--- src/rtl/tgm_pkg.sv ---
package tgm_pkg;
    localparam int TGM_NUM_SLAVES_DEF = 3;
    localparam int TGM_LANE_W_DEF     = 8;
    localparam int TGM_DEPTH_DEF      = 16;
endpackage

--- src/rtl/tgm_sched_table.sv ---
module tgm_sched_table #(
    parameter int DEPTH  = 16,
    parameter int SIDX_W = 2,
    parameter int PTR_W  = 4
) (
    input  logic              clk,
    input  logic              rst_n,
    input  logic              we,
    input  logic [PTR_W-1:0]  waddr,
    input  logic [SIDX_W-1:0] wslave,
    input  logic              wpay,
    input  logic [PTR_W-1:0]  raddr,
    output logic [SIDX_W-1:0] rslave,
    output logic              rpay
);
    localparam int ENT_W = SIDX_W + 1;
    localparam logic [ENT_W-1:0] IDLE_ENT = {{SIDX_W{1'b1}}, 1'b0};

    typedef struct packed {
        logic [DEPTH-1:0][ENT_W-1:0] tbl;
    } tbl_state_t;

    tbl_state_t st_d, st_q;

    always_comb begin
        st_d = st_q;
        for (int i = 0; i < DEPTH; i++) begin
            if (we && (waddr == PTR_W'(i))) begin
                st_d.tbl[i] = {wslave, wpay};
            end
        end
    end

    always_ff @(posedge clk or negedge rst_n) begin
        if (!rst_n) begin
            st_q.tbl <= {DEPTH{IDLE_ENT}};
        end else begin
            st_q <= st_d;
        end
    end

    logic [ENT_W-1:0] rd_ent;
    always_comb begin
        rd_ent = IDLE_ENT;
        for (int i = 0; i < DEPTH; i++) begin
            if (raddr == PTR_W'(i)) begin
                rd_ent = st_q.tbl[i];
            end
        end
    end

    assign rslave = rd_ent[ENT_W-1:1];
    assign rpay   = rd_ent[0];
endmodule

--- src/rtl/tgm_slot_seq.sv ---
module tgm_slot_seq #(
    parameter int NUM_SLAVES = 3,
    parameter int SIDX_W     = 2,
    parameter int PTR_W      = 4
) (
    input  logic                  clk,
    input  logic                  rst_n,
    input  logic                  run,
    input  logic [PTR_W-1:0]      last,
    input  logic [SIDX_W-1:0]     ent_slave,
    input  logic                  ent_pay,
    output logic [PTR_W-1:0]      ptr,
    output logic [NUM_SLAVES-1:0] val,
    output logic [NUM_SLAVES-1:0] pay,
    output logic [SIDX_W-1:0]     slot_sel,
    output logic                  slot_pay
);
    localparam logic [SIDX_W-1:0] IDLE_IDX = SIDX_W'(NUM_SLAVES);

    typedef struct packed {
        logic [PTR_W-1:0]      ptr;
        logic [NUM_SLAVES-1:0] val;
        logic [NUM_SLAVES-1:0] pay;
        logic [SIDX_W-1:0]     sel;
        logic                  spay;
    } seq_state_t;

    seq_state_t st_d, st_q;
    logic       ent_busy;

    assign ent_busy = (ent_slave < IDLE_IDX);

    always_comb begin
        st_d      = st_q;
        st_d.val  = '0;
        st_d.pay  = '0;
        st_d.sel  = IDLE_IDX;
        st_d.spay = 1'b0;
        if (!run) begin
            st_d.ptr = '0;
        end else begin
            if (ent_busy) begin
                st_d.sel  = ent_slave;
                st_d.spay = ent_pay;
            end
            for (int i = 0; i < NUM_SLAVES; i++) begin
                if (ent_busy && (ent_slave == SIDX_W'(i))) begin
                    st_d.val[i] = 1'b1;
                    st_d.pay[i] = ent_pay;
                end
            end
            if (st_q.ptr >= last) begin
                st_d.ptr = '0;
            end else begin
                st_d.ptr = st_q.ptr + 1'b1;
            end
        end
    end

    always_ff @(posedge clk or negedge rst_n) begin
        if (!rst_n) begin
            st_q.ptr  <= '0;
            st_q.val  <= '0;
            st_q.pay  <= '0;
            st_q.sel  <= IDLE_IDX;
            st_q.spay <= 1'b0;
        end else begin
            st_q <= st_d;
        end
    end

    assign ptr      = st_q.ptr;
    assign val      = st_q.val;
    assign pay      = st_q.pay;
    assign slot_sel = st_q.sel;
    assign slot_pay = st_q.spay;
endmodule

--- src/rtl/tgm_gather.sv ---
module tgm_gather #(
    parameter int NUM_SLAVES = 3,
    parameter int LANE_W     = 8,
    parameter int SIDX_W     = 2
) (
    input  logic                         clk,
    input  logic                         rst_n,
    input  logic [SIDX_W-1:0]            slot_sel,
    input  logic                         slot_pay,
    input  logic [NUM_SLAVES*LANE_W-1:0] slv_dat,
    output logic [NUM_SLAVES-1:0]        out_vld,
    output logic                         out_pay,
    output logic [LANE_W-1:0]            out_byte,
    output logic                         coll_err
);
    localparam logic [SIDX_W-1:0] IDLE_IDX = SIDX_W'(NUM_SLAVES);

    typedef struct packed {
        logic [SIDX_W-1:0]     dsel;
        logic                  dpay;
        logic [NUM_SLAVES-1:0] vld;
        logic                  pay;
        logic [LANE_W-1:0]     dat;
        logic                  err;
    } gat_state_t;

    gat_state_t        st_d, st_q;
    logic [LANE_W-1:0] or_bus;
    logic              dsel_idle;

    always_comb begin
        or_bus = '0;
        for (int i = 0; i < NUM_SLAVES; i++) begin
            or_bus = or_bus | slv_dat[i*LANE_W +: LANE_W];
        end
    end

    assign dsel_idle = (st_q.dsel >= IDLE_IDX);

    always_comb begin
        st_d      = st_q;
        st_d.dsel = slot_sel;
        st_d.dpay = slot_pay;
        st_d.vld  = '0;
        for (int i = 0; i < NUM_SLAVES; i++) begin
            if (st_q.dsel == SIDX_W'(i)) begin
                st_d.vld[i] = 1'b1;
            end
        end
        st_d.pay = dsel_idle ? 1'b0 : st_q.dpay;
        st_d.dat = dsel_idle ? '0 : or_bus;
        st_d.err = dsel_idle && (or_bus != '0);
    end

    always_ff @(posedge clk or negedge rst_n) begin
        if (!rst_n) begin
            st_q.dsel <= IDLE_IDX;
            st_q.dpay <= 1'b0;
            st_q.vld  <= '0;
            st_q.pay  <= 1'b0;
            st_q.dat  <= '0;
            st_q.err  <= 1'b0;
        end else begin
            st_q <= st_d;
        end
    end

    assign out_vld  = st_q.vld;
    assign out_pay  = st_q.pay;
    assign out_byte = st_q.dat;
    assign coll_err = st_q.err;
endmodule

--- src/rtl/tx_gather_master.sv ---
module tx_gather_master #(
    parameter int NUM_SLAVES = tgm_pkg::TGM_NUM_SLAVES_DEF,
    parameter int LANE_W     = tgm_pkg::TGM_LANE_W_DEF,
    parameter int DEPTH      = tgm_pkg::TGM_DEPTH_DEF,
    localparam int SIDX_W    = $clog2(NUM_SLAVES + 1),
    localparam int PTR_W     = $clog2(DEPTH)
) (
    input  logic                         clk,
    input  logic                         rst_n,
    input  logic                         run,
    input  logic [PTR_W-1:0]             sched_last,
    input  logic                         cfg_we,
    input  logic [PTR_W-1:0]             cfg_addr,
    input  logic [SIDX_W-1:0]            cfg_slave,
    input  logic                         cfg_pay,
    output logic [NUM_SLAVES-1:0]        tx_val,
    output logic [NUM_SLAVES-1:0]        tx_pay,
    input  logic [NUM_SLAVES*LANE_W-1:0] slv_dat,
    output logic [NUM_SLAVES-1:0]        out_vld,
    output logic                         out_pay,
    output logic [LANE_W-1:0]            out_byte,
    output logic                         coll_err
);
    logic [PTR_W-1:0]  rd_ptr;
    logic [SIDX_W-1:0] ent_slave;
    logic              ent_pay;
    logic [SIDX_W-1:0] slot_sel;
    logic              slot_pay;

    tgm_sched_table #(.DEPTH(DEPTH), .SIDX_W(SIDX_W), .PTR_W(PTR_W)) tbl_i (
        .clk(clk), .rst_n(rst_n),
        .we(cfg_we), .waddr(cfg_addr), .wslave(cfg_slave), .wpay(cfg_pay),
        .raddr(rd_ptr), .rslave(ent_slave), .rpay(ent_pay)
    );

    tgm_slot_seq #(.NUM_SLAVES(NUM_SLAVES), .SIDX_W(SIDX_W), .PTR_W(PTR_W)) seq_i (
        .clk(clk), .rst_n(rst_n), .run(run), .last(sched_last),
        .ent_slave(ent_slave), .ent_pay(ent_pay), .ptr(rd_ptr),
        .val(tx_val), .pay(tx_pay), .slot_sel(slot_sel), .slot_pay(slot_pay)
    );

    tgm_gather #(.NUM_SLAVES(NUM_SLAVES), .LANE_W(LANE_W), .SIDX_W(SIDX_W)) gat_i (
        .clk(clk), .rst_n(rst_n), .slot_sel(slot_sel), .slot_pay(slot_pay),
        .slv_dat(slv_dat), .out_vld(out_vld), .out_pay(out_pay),
        .out_byte(out_byte), .coll_err(coll_err)
    );
endmodule

--- config.mk ---
export PLATFORM = sky130hd
export DESIGN_NAME = tx_gather_master
export DESIGN_NICKNAME = d
export VERILOG_FILES = /design/src/rtl/tgm_pkg.sv /design/src/rtl/tgm_sched_table.sv /design/src/rtl/tgm_slot_seq.sv /design/src/rtl/tgm_gather.sv /design/src/rtl/tx_gather_master.sv
export SDC_FILE = /design/constraint.sdc
export NUM_CORES = 1
export LEC_CHECK = 0
export BUFFER_PORTS_ARGS = -buffer_cell sky130_fd_sc_hd__buf_2
export CAP_MARGIN = 30
export CELL_PAD_IN_SITES_DETAIL_PLACEMENT = 1
export CELL_PAD_IN_SITES_GLOBAL_PLACEMENT = 1
export CORE_MARGIN = 8
export CORE_UTILIZATION = 47
export DETAILED_ROUTE_END_ITERATION = 10
export GPL_ROUTABILITY_DRIVEN = 0
export PLACE_DENSITY = 0.85
export SETUP_SLACK_MARGIN = 0.3
export SLEW_MARGIN = 30
export SYNTH_ARGS = -nofsm -noshare
export SYNTH_HDL_FRONTEND = slang
export SYNTH_SLANG_ARGS = --single-unit
--- constraint.sdc ---
create_clock -name clk -period 3.29 [get_ports clk]
set_input_delay 0.329 -clock clk [delete_from_list [all_inputs] [get_ports clk]]
set_output_delay 0.329 -clock clk [all_outputs]
set_load 0.05 [all_outputs]
==> results.py <==
metrics = {
    "sta": {
        "setup_ws_ns": 0.529,
        "worstMarginPinSlew_ns": 0.683,
        "period_share_pct": 83.9,
        "finalSetupTns_ns": 0,
        "report.final.slew_viol_count": 0,
        "setup_viol": 0,
        "period_minus_slack_ns": 2.76,
        "rsz0062_at_grt": "false",
        "finClkSkew_ns": 0.00855,
        "hold_violations": 0,
        "maxSlewHeadroom_pct": 54.5,
        "fin_hold_ws_ns": 0.0748,
        "fmax_ghz": 0.362,
    },
    "die": {
        "die_y_um": 106,
        "die-area_sq_um": 11200,
        "initial_core_util_pct": 48.9,
        "die_x_um": 106,
        "core_area_sq_um": 7770,
        "io_pins": 58,
        "row_count": 32,
    },
    "detailed_routing": {
        "via_per_inst": 5.58,
        "drt_iter0_markers": 166,
        "via_count": 2807,
        "first_pass_iters": 4,
        "ant_nets": 0,
        "routedWlPerCell_um": 19.2,
        "drc": 0,
        "drt_wl_total_mm": 9.66,
    },
    "placed_design": {
        "hpwl_mm": 7.20,
        "place_area_sq_um": 4100,
        "dp_cells": 487,
        "dp_slack_ns": 0.607,
        "io_buffers": 57,
    },
    "pwr": {
        "switching_power_mw": 1.00,
        "ir_drop_mv": 0.285,
        "total_power_mw": 2.87,
        "power_frac_seq_pct": 47.6,
        "leakage_nw": 1.85,
        "combPwrFrac_pct": 27.4,
        "powerDensity_nw_per_um2": 666,
        "clkPwrFrac_pct": 25.0,
        "switching_share_pct": 34.9,
        "intPower_mw": 1.87,
    },
    "critical_path": {
        "cp.depth": 8,
        "endpoint_kind": "flip-flop",
        "cp_num_buf_inv": 1,
        "r2r-start": "seq_i.ptr[0]",
        "timing.reg2reg.setup_slack_ns": 0.53,
        "crit_chain": "ha_1, buf_4, nor2b_1, a2111oi_1, a2111oi_2, a211oi_1, nand2b_4, nor3_1",
        "cp.arrival_ns": 2.99,
        "path_class": "flip-flop to flip-flop",
        "worstSetupStartpointType": "flip-flop",
        "cp_slowest_cell": "a2111oi_1",
        "cp.required_ns": 3.52,
        "r2r_end": "seq_i.pay[2]",
        "r2r_cells": 8,
        "path_delay_family": "compound AO/OA/AOI/OAI gates",
        "slowest_delay_ns": 0.53,
        "cp_max_fo": 11,
    },
    "finish": {
        "syn_to_final_growth_pct": 13.5,
        "fin_area_sq_um": 4310,
        "drive_gt1_share_pct": 40.6,
        "finish.utilization_pct": 55.5,
        "num_antenna_cells": 0,
        "nets": 443,
        "layout.cells.non_filler": 503,
    },
    "yosys": {
        "synth_flop_cell": "dfrtp_1",
        "synth_edf_count": 0,
        "ys_warn_count": 0,
        "synth_top_area_share_pct": 27.0,
        "synth-seq-area-share_pct": 51.9,
        "mappedNetlistNets": 395,
        "synth.distinct_cells": 44,
        "syn_area_sq_um": 3800,
        "synth.most_common_cell": "mux2_2",
        "synth_cells": 348,
        "ys_ff_latch": 77,
        "avgSynthCellArea_sq_um": 10.9,
        "synth_top_cell_by_area": "dfrtp_1",
        "ys_async_sr_fraction_pct": 100,
        "synth_commonest_cells": "mux2_2 (46), dfrtp_1 (41), dfstp_2 (36), nor2_1 (36), nand2_1 (19)",
        "yosys-top-cells-area": "dfrtp_1 (27%), dfstp_2 (25%), mux2_2 (14%)",
    },
    "cts": {
        "cts_buffers": 9,
        "clk_latency_ns": 0.36,
        "cts-root-buf": "clkbuf_8",
        "tritoncts": "yes",
        "postCtsSetupRepairBufs": 0,
        "ctsResizeCount": 0,
        "cts_max_path_buffers": 2,
        "htreeDepth": 3,
        "cts.sinks": 77,
        "holdBufCountCts": 0,
        "clkTransAtPathRegs_ns": 0.08,
    },
    "global_route": {
        "overflow": 0,
        "grt_start_max_net_pins": 78,
        "grt_pass1_vias": 3049,
        "antenna_found_initial": 0,
        "grt_first_pass_wirelength_mm": 16.1,
        "grt_use_total_pct": 18.1,
    },
    "flow_run": {
        "drv_cap": 0,
    },
    "status": {
        "status": "completed",
    },
    "hold_path": {
        "hp-class": "input pin to asynchronous set/reset pin",
    },
}
registers in the layout (all words and copies together), names as in the netlist:
register / cells
tbl_i.st_q: 48
seq_i.val: 3
gat_i.coll_err: 1
seq_i.slot_sel: 2
seq_i.ptr: 4
seq_i.slot_pay: 1
gat_i.out_pay: 1
gat_i.st_q: 3
gat_i.out_byte: 8
gat_i.out_vld: 3
seq_i.pay: 3
per-layer routing:
metal	share of wire, %	track usage, %
met1	43	21.2
met2	49	29.8
met3	5.5	4.89
met4	3.2	9.15
met5	0	0
final cells by class:
class / instances / area, sq um
timing repair buffer: 61 / 319
clock inverter: 7 / 76.3
inverter: 14 / 52.6
fill: 851 / 3460
clock buffer: 9 / 124
tap: 102 / 128
multi-input combinational: 233 / 1640
sequential: 77 / 1970
cells by family (layout without fill, tap and decap cells):
logic type | Yosys count | count (layout) | synth area share [%]
buffers and inverters | 38 | 91 | 5.01
adders and majority gates | 8 | 8 | 2.64
AOI/OAI and AO/OA | 58 | 58 | 10.2
xor gates and xnor gates | 1 | 1 | 0.231
and+or+nand+nor | 120 | 120 | 16.3
muxes | 46 | 46 | 13.6
DFF | 77 | 77 | 51.9
power by group through the flow:
stage / logic, mW / clock network [mW] / registers, mW
2_1_floorplan: 0.582 / 0 / 1.39
3_3_place_gp: 0.760 / 0 / 1.37
3_5_place_dp: 0.790 / 0 / 1.38
4_1_cts: 0.792 / 0.741 / 1.37
5_1_grt: 0.857 / 0.775 / 1.39
6_report: 0.787 / 0.719 / 1.37
cell usage in the layout (no fill, tap or decap), types with 2 or more instances in the layout:
master      count
a31oi_1         5
nor2b_1        14
or3b_1          2
nand3b_1        6
nand4_1         2
and2_1          3
nand2_1        19
buf_2          57
nor3_1         13
ha_1            7
clkinv_4        3
clkbuf_8        9
or3_1           2
o22ai_1         2
nand2b_1       13
a21oi_1        16
a221oi_1        3
a211oi_1        6
dfrtp_1        41
dfstp_2        36
buf_4           3
inv_1          13
o31ai_1         2
nand3_1         3
nor3b_1         3
clkinvlp_4      2
nor2_1         36
o21ai_0         8
o211ai_1        6
mux2_2         46
o221ai_1        2
worst max-delay path by stage:
| stage | from | endpoint | slack [ns] |
|---|---|---|---|
| global route | seq_i.ptr[0] | seq_i.pay[1] | 0.40 |
| detailed placement | seq_i.ptr[1] | seq_i.pay[0] | 0.61 |
| global placement | seq_i.ptr[1] | seq_i.pay[0] | 0.75 |
| floorplan | seq_i.ptr[1] | seq_i.pay[0] | 1.19 |
| finish | seq_i.ptr[0] | seq_i.pay[2] | 0.53 |
| CTS | seq_i.ptr[1] | seq_i.pay[0] | 0.49 |
Note: power is estimated with default switching activity, not from simulation.
